## config.mk

```make
export PLATFORM = sky130hd
export DESIGN_NAME = qfd_addr_seq
export DESIGN_NICKNAME = d
export VERILOG_FILES = /design/src/rtl/qfd_pkg.sv /design/src/rtl/qfd_cfg_regs.sv /design/src/rtl/qfd_stepper.sv /design/src/rtl/qfd_out_fmt.sv /design/src/rtl/qfd_addr_seq.sv
export SDC_FILE = /design/constraint.sdc
export NUM_CORES = 1
export LEC_CHECK = 0
export ABC_AREA = 1
export BUFFER_PORTS_ARGS = -buffer_cell sky130_fd_sc_hd__clkbuf_2
export CAP_MARGIN = 20
export CORE_MARGIN = 1.5
export CORE_UTILIZATION = 55
export CTS_CLUSTER_DIAMETER = 150
export DETAILED_ROUTE_END_ITERATION = 8
export PLACE_DENSITY = 0.79
export SLEW_MARGIN = 30
export SYNTH_ARGS = -nofsm -noshare
export SYNTH_HDL_FRONTEND = slang
export SYNTH_HIERARCHICAL = 1
export SYNTH_SLANG_ARGS = --single-unit
```

## constraint.sdc

```tcl
create_clock -name clk -period 20.6 [get_ports clk]
set_input_delay 2.06 -clock clk [delete_from_list [all_inputs] [get_ports clk]]
set_output_delay 2.06 -clock clk [all_outputs]
set_load 0.05 [all_outputs]
```

## src/rtl/qfd_pkg.sv

```systemverilog
package qfd_pkg;
  parameter int ACC_W  = 28;
  parameter int FRAC_W = 16;
  parameter int INT_W  = ACC_W - FRAC_W;
  parameter int BUS_W  = 16;
  parameter int HI_W   = ACC_W - BUS_W;
  parameter int CNT_W  = 12;
  parameter int WALK_W = 4;
  parameter int KER_W  = 2;
  parameter int ADDR_W = 4;
  parameter int NREG   = 1 << ADDR_W;
  parameter int TEST_LO_W = INT_W - 1;

  localparam logic [ADDR_W-1:0] LOC_WMIN  = 4'd0;
  localparam logic [ADDR_W-1:0] LOC_WMAX  = 4'd1;
  localparam logic [ADDR_W-1:0] LOC_ST_LO = 4'd2;
  localparam logic [ADDR_W-1:0] LOC_ST_HI = 4'd3;
  localparam logic [ADDR_W-1:0] LOC_CTRL  = 4'd4;
  localparam logic [ADDR_W-1:0] LOC_PU_LO = 4'd5;
  localparam logic [ADDR_W-1:0] LOC_PU_HI = 4'd6;
  localparam logic [ADDR_W-1:0] LOC_PV_LO = 4'd7;
  localparam logic [ADDR_W-1:0] LOC_PV_HI = 4'd8;
  localparam logic [ADDR_W-1:0] LOC_CUU   = 4'd9;
  localparam logic [ADDR_W-1:0] LOC_CVV   = 4'd10;
  localparam logic [ADDR_W-1:0] LOC_CUV   = 4'd11;
  localparam logic [ADDR_W-1:0] LOC_LLAST = 4'd12;
  localparam logic [ADDR_W-1:0] LOC_UFRST = 4'd14;
  localparam logic [ADDR_W-1:0] LOC_ULAST = 4'd15;

  typedef logic signed [ACC_W-1:0] acc_t;
  typedef logic signed [INT_W-1:0] pix_t;

  typedef struct packed {
    pix_t               win_lo;
    pix_t               win_hi;
    logic               clamp;
    logic [KER_W-1:0]   tap_exp;
    logic [CNT_W-1:0]   u_first;
    logic [CNT_W-1:0]   u_last;
    logic [CNT_W-1:0]   line_last;
    acc_t               start_pos;
    acc_t               slope_u;
    acc_t               slope_v;
    acc_t               curv_uu;
    acc_t               curv_vv;
    acc_t               curv_uv;
  } seq_cfg_t;
endpackage

```

## src/rtl/qfd_cfg_regs.sv

```systemverilog
module qfd_cfg_regs
  import qfd_pkg::*;
(
  input  logic              clk,
  input  logic              rst_n,
  input  logic              we,
  input  logic [ADDR_W-1:0] addr,
  input  logic [BUS_W-1:0]  wdata,
  output seq_cfg_t          cfg,
  output logic              test_mode
);
  logic [BUS_W-1:0] loc_q [NREG];

  for (genvar g = 0; g < NREG; g++) begin : g_loc
    logic hit;
    assign hit = we && (addr == ADDR_W'(g));
    always_ff @(posedge clk or negedge rst_n) begin
      if (!rst_n) begin
        loc_q[g] <= '0;
      end else if (hit) begin
        loc_q[g] <= wdata;
      end
    end
  end

  function automatic acc_t join_halves(input logic [BUS_W-1:0] lo,
                                       input logic [BUS_W-1:0] hi);
    return {hi[HI_W-1:0], lo};
  endfunction

  function automatic acc_t widen_curv(input logic [BUS_W-1:0] v);
    return {{HI_W{v[BUS_W-1]}}, v};
  endfunction

  always_comb begin
    cfg.win_lo    = loc_q[LOC_WMIN][INT_W-1:0];
    cfg.win_hi    = loc_q[LOC_WMAX][INT_W-1:0];
    cfg.clamp     = loc_q[LOC_CTRL][1];
    cfg.tap_exp   = loc_q[LOC_CTRL][2 +: KER_W];
    cfg.u_first   = loc_q[LOC_UFRST][CNT_W-1:0];
    cfg.u_last    = loc_q[LOC_ULAST][CNT_W-1:0];
    cfg.line_last = loc_q[LOC_LLAST][CNT_W-1:0];
    cfg.start_pos = join_halves(loc_q[LOC_ST_LO], loc_q[LOC_ST_HI]);
    cfg.slope_u   = join_halves(loc_q[LOC_PU_LO], loc_q[LOC_PU_HI]);
    cfg.slope_v   = join_halves(loc_q[LOC_PV_LO], loc_q[LOC_PV_HI]);
    cfg.curv_uu   = widen_curv(loc_q[LOC_CUU]);
    cfg.curv_vv   = widen_curv(loc_q[LOC_CVV]);
    cfg.curv_uv   = widen_curv(loc_q[LOC_CUV]);
  end

  assign test_mode = loc_q[LOC_CTRL][0];
endmodule

```

## src/rtl/qfd_stepper.sv

```systemverilog
module qfd_stepper
  import qfd_pkg::*;
(
  input  logic              clk,
  input  logic              rst_n,
  input  logic              start,
  input  seq_cfg_t          cfg_live,
  output seq_cfg_t          cfg_run,
  output acc_t              pos,
  output logic [WALK_W-1:0] walk,
  output logic              running,
  output logic              done
);
  acc_t              pos_q, pos_n;
  acc_t              lpos_q, lpos_n;
  acc_t              du_q, du_n;
  acc_t              dul_q, dul_n;
  acc_t              dv_q, dv_n;
  logic [CNT_W-1:0]  u_q, u_n;
  logic [CNT_W-1:0]  ln_q, ln_n;
  logic [WALK_W-1:0] walk_q, walk_n;
  logic              run_q, run_n;
  logic              done_q, done_n;
  seq_cfg_t          cfg_q;
  logic [WALK_W-1:0] walk_last;
  acc_t              lpos_adv, dul_adv;

  assign walk_last = WALK_W'((5'd1 << cfg_q.tap_exp) - 5'd1);
  assign lpos_adv  = lpos_q + dv_q;
  assign dul_adv   = dul_q + cfg_q.curv_uv;

  always_comb begin
    pos_n  = pos_q;
    lpos_n = lpos_q;
    du_n   = du_q;
    dul_n  = dul_q;
    dv_n   = dv_q;
    u_n    = u_q;
    ln_n   = ln_q;
    walk_n = walk_q;
    run_n  = run_q;
    done_n = 1'b0;
    if (start) begin
      pos_n  = cfg_live.start_pos;
      lpos_n = cfg_live.start_pos;
      du_n   = cfg_live.slope_u;
      dul_n  = cfg_live.slope_u;
      dv_n   = cfg_live.slope_v;
      u_n    = cfg_live.u_first;
      ln_n   = '0;
      walk_n = '0;
      run_n  = 1'b1;
    end else if (run_q) begin
      if (walk_q != walk_last) begin
        walk_n = walk_q + 1'b1;
      end else begin
        walk_n = '0;
        if (u_q < cfg_q.u_last) begin
          pos_n = pos_q + du_q;
          du_n  = du_q + cfg_q.curv_uu;
          u_n   = u_q + 1'b1;
        end else if (ln_q < cfg_q.line_last) begin
          lpos_n = lpos_adv;
          pos_n  = lpos_adv;
          dv_n   = dv_q + cfg_q.curv_vv;
          dul_n  = dul_adv;
          du_n   = dul_adv;
          u_n    = cfg_q.u_first;
          ln_n   = ln_q + 1'b1;
        end else begin
          run_n  = 1'b0;
          done_n = 1'b1;
        end
      end
    end
  end

  always_ff @(posedge clk or negedge rst_n) begin
    if (!rst_n) begin
      pos_q  <= '0;
      lpos_q <= '0;
      du_q   <= '0;
      dul_q  <= '0;
      dv_q   <= '0;
      u_q    <= '0;
      ln_q   <= '0;
      walk_q <= '0;
      run_q  <= 1'b0;
      done_q <= 1'b0;
    end else begin
      pos_q  <= pos_n;
      lpos_q <= lpos_n;
      du_q   <= du_n;
      dul_q  <= dul_n;
      dv_q   <= dv_n;
      u_q    <= u_n;
      ln_q   <= ln_n;
      walk_q <= walk_n;
      run_q  <= run_n;
      done_q <= done_n;
    end
  end

  always_ff @(posedge clk or negedge rst_n) begin
    if (!rst_n) begin
      cfg_q <= '0;
    end else if (start) begin
      cfg_q <= cfg_live;
    end
  end

  assign cfg_run = cfg_q;
  assign pos     = pos_q;
  assign walk    = walk_q;
  assign running = run_q;
  assign done    = done_q;
endmodule

```

## src/rtl/qfd_out_fmt.sv

```systemverilog
module qfd_out_fmt
  import qfd_pkg::*;
(
  input  acc_t              pos,
  input  logic [WALK_W-1:0] walk,
  input  logic              running,
  input  logic              test_mode,
  input  logic              clamp,
  input  pix_t              win_lo,
  input  pix_t              win_hi,
  output logic [INT_W-1:0]  src_addr,
  output logic [7:0]        coef_addr,
  output logic              out_of_win
);
  pix_t int_part;
  logic below, above;
  pix_t normal;

  assign int_part = pos[ACC_W-1:FRAC_W];
  assign below    = int_part < win_lo;
  assign above    = int_part > win_hi;

  always_comb begin
    normal = int_part;
    if (clamp && below) begin
      normal = win_lo;
    end else if (clamp && above) begin
      normal = win_hi;
    end
    if (test_mode) begin
      src_addr = {pos[ACC_W-1], pos[TEST_LO_W-1:0]};
    end else begin
      src_addr = normal;
    end
  end

  assign coef_addr  = {pos[FRAC_W-1 -: 4], walk};
  assign out_of_win = running && (below || above);
endmodule

```

## src/rtl/qfd_addr_seq.sv

```systemverilog
module qfd_addr_seq
  import qfd_pkg::*;
(
  input  logic        clk,
  input  logic        rst_n,
  input  logic        cfg_we,
  input  logic [3:0]  cfg_addr,
  input  logic [15:0] cfg_wdata,
  input  logic        start,
  output logic        valid,
  output logic        done,
  output logic [11:0] src_addr,
  output logic [7:0]  coef_addr,
  output logic        out_of_win
);
  logic              rst_meta, rst_s;
  seq_cfg_t          cfg_live, cfg_run;
  logic              tm_live;
  acc_t              pos;
  logic [WALK_W-1:0] walk;

  always_ff @(posedge clk or negedge rst_n) begin
    if (!rst_n) begin
      rst_meta <= 1'b0;
      rst_s    <= 1'b0;
    end else begin
      rst_meta <= 1'b1;
      rst_s    <= rst_meta;
    end
  end

  qfd_cfg_regs u_regs (
    .clk       (clk),
    .rst_n     (rst_s),
    .we        (cfg_we),
    .addr      (cfg_addr),
    .wdata     (cfg_wdata),
    .cfg       (cfg_live),
    .test_mode (tm_live)
  );

  qfd_stepper u_step (
    .clk      (clk),
    .rst_n    (rst_s),
    .start    (start),
    .cfg_live (cfg_live),
    .cfg_run  (cfg_run),
    .pos      (pos),
    .walk     (walk),
    .running  (valid),
    .done     (done)
  );

  qfd_out_fmt u_fmt (
    .pos        (pos),
    .walk       (walk),
    .running    (valid),
    .test_mode  (tm_live),
    .clamp      (cfg_run.clamp),
    .win_lo     (cfg_run.win_lo),
    .win_hi     (cfg_run.win_hi),
    .src_addr   (src_addr),
    .coef_addr  (coef_addr),
    .out_of_win (out_of_win)
  );
endmodule

```

==> flow_summary.ini <==
[status]
status = completed

[yosys]
syn_area_per_cell_um2 = 6.86
netlist_area_mm2 = 0.0342
postSynthCellCount = 4990
yosysWarningCount = 6
syn_nets = 5202

[global_route]
grt_max_degree = 97
track_usage_pct = 34.3
overflow = 0
grt_pass1_wl_um = 170000
first_global_vias = 29900
antenna_found_initial = 1

[power]
powerDensity_mw_per_mm2 = 169
power.leakage_nw = 20.0
peakVddDrop_v = 0.0000948

[sta]
max_freq_mhz = 181
finalMaxSlewViolations = 0
worstMarginPinSlew_ps = 1010
rsz0062_at_grt = false
finalCriticalPeriod_ps = 5530
fin_setup_tns_ps = 0
timing.hold.ws_ps = 266
fin_crit_sh_pct = 26.8
report.final.hold_viol_count = 0
fin_skew_ps = 67.7
relSlewSlack_pct = 32.8
finalSetupViolCount = 0

[clock_tree]
clock-sinks = 515
cts.path.max_buffers = 3
worstSkewPairLatency_ps = 670
post_cts_buffers = 0
numCtsBuffers = 56
cts-resized-gates = 0
cts_tree = yes
postCtsHoldBufs = 0
htree_levels = 2
cts_root_buffer = clkbuf_16
clk_pin_slew_ps = 60

[run]
maxCapViolCount = 0

[routing]
drcViolationCount = 0
routed_wl_um = 109000
drtIter0Drc = 3464
first_pass_iters = 8
wl_per_cell_um = 18.9
vias_per_cell = 5.61
antenna_left = 0
vias = 32400

[worst_hold_path]
hold_class = flip-flop to asynchronous set/reset pin

[worst_setup_path]
cpMostUsedCell = nand2_1
path_max_fanout = 13
max_stage_delay_ps = 500
crit_chain = ha_1 -> a21oi_1 -> o21ai_0 -> nor2_1 -> nand3_1 -> nand2_1 -> nand2_1 -> nand3_2 -> nand2_1 -> nand2_1 -> clkbuf_2
path_delay_family = simple AND/OR/NAND/NOR gates
slowest_stage = dfrtp_1
critPathRequiredTime_ps = 18540
crit_buf_inv = 1
critPathCaptureType = output pin
arrival_ps = 3470
critPathLaunchType = flip-flop
crit_type = flip-flop to output pin

[floorplan]
core_mm2 = 0.0616
rows = 91
start_util_pct = 55.6
fp.dieH_um = 252
die-width_um = 252
fp.dieArea_mm2 = 0.0637
boundaryPins = 47

[placed_design]
placed_area_mm2 = 0.0345
gp_congestion = 0.998
port_buffers = 46
dp_hpwl_um = 77700

[finish]
drive_above_1_share_pct = 4.88
layout.nets = 5106
finalInstanceArea_mm2 = 0.0366
area_growth_pct = 7.05
path summary, 6_finish.rpt:
| path | from | end | slack (ps) | depth (start not counted) |
|---|---|---|---|---|
| worst max-delay path | u_step/pos[27] | src_addr[2] | 15070 | 11 |
| worst max register to register | u_step/u_q[5] | u_step/lpos_q[17] | 16230 | 10 |
| worst min register to register | rst_s | u_step/ln_q[5] | 270 | 0 |
| worst min-delay path | rst_s | u_step/ln_q[5] | 270 | 0 |
| min in group clk | rst_meta | rst_s | 350 | 0 |
| max in group asynchronous | rst_s | u_step/cfg_run[210] | 16900 | 4 |
report_power, final:
group / switching (mW) / total, mW / internal (mW)
Combinational: 2.34 / 3.45 / 1.11
Sequential: 0.312 / 1.62 / 1.31
Clock: 0.454 / 1.11 / 0.657
Total: 3.10 / 6.18 / 3.07
final cells by class:
| class | instances | area, um^2 |
|---|---|---|
| clock inverter | 29 | 448 |
| tap | 837 | 1050 |
| antenna | 1 | 2.50 |
| inverter | 596 | 2250 |
| multi-input combinational | 3653 | 17900 |
| sequential | 515 | 12900 |
| fill | 5883 | 25000 |
| timing repair buffer | 72 | 459 |
| clock buffer | 77 | 1620 |
stage by stage:
stage / util [%] / total power [mW] / setup slack, ps / cells
after floorplan: - / 4.05 / 5180 / 4990
after global placement: 56.1 / 4.91 / 14940 / 5672
final: 59.5 / 6.18 / 15070 / 5780
after CTS: 59.4 / 6.10 / 15090 / 5778
after global routing: 59.5 / 6.64 / 14860 / 5779
after detailed placement: 56.1 / 4.96 / 14830 / 5672
layer usage:
layer | vias up | global-route usage [%] | routed length (um)
met5 | - | 0 | 11
li1 | 15600 | - | -
met2 | 1453 | 51.9 | 47700
met3 | 197 | 4.61 | 9660
met4 | 2 | 10.2 | 3110
met1 | 15200 | 51.0 | 48700
flip-flops by register name, summed over array words and instances, names as in the netlist:
register	count
u_regs/cfg	195
u_step/cfg_run	147
u_step/du_q	28
u_step/dul_q	28
u_step/dv_q	28
u_step/lpos_q	28
u_step/pos	28
u_step/ln_q	12
u_step/u_q	12
u_step/walk	4
rst_meta	1
rst_s	1
u_regs/test_mode	1
u_step/done	1
u_step/running	1
cells in the final DEF, fill, tap and decap left out, drive strengths merged:
cell type and count:
o211ai 13, bufinv 8, a21boi 5, o31ai 4
conb 1, xnor2 26, a31oi 2, inv 597
clkbuf 121, nor2 304, clkinv 15, a21oi 189
o21a 35, or2 12, buf 28, and2 11
and3 2, mux2i 1, diode 1, o21ai 170
ha 183, dfrtp 515, nand2 2060, nor3 24
a2bb2oi 15, xor2 39, o22a 2, fa 5
nand3b 7, nor4 2, nand3 305, nand4 146
clkinvlp 5, nor3b 2, a21o 7, o21bai 81
Power figures use the tool's default switching activity.
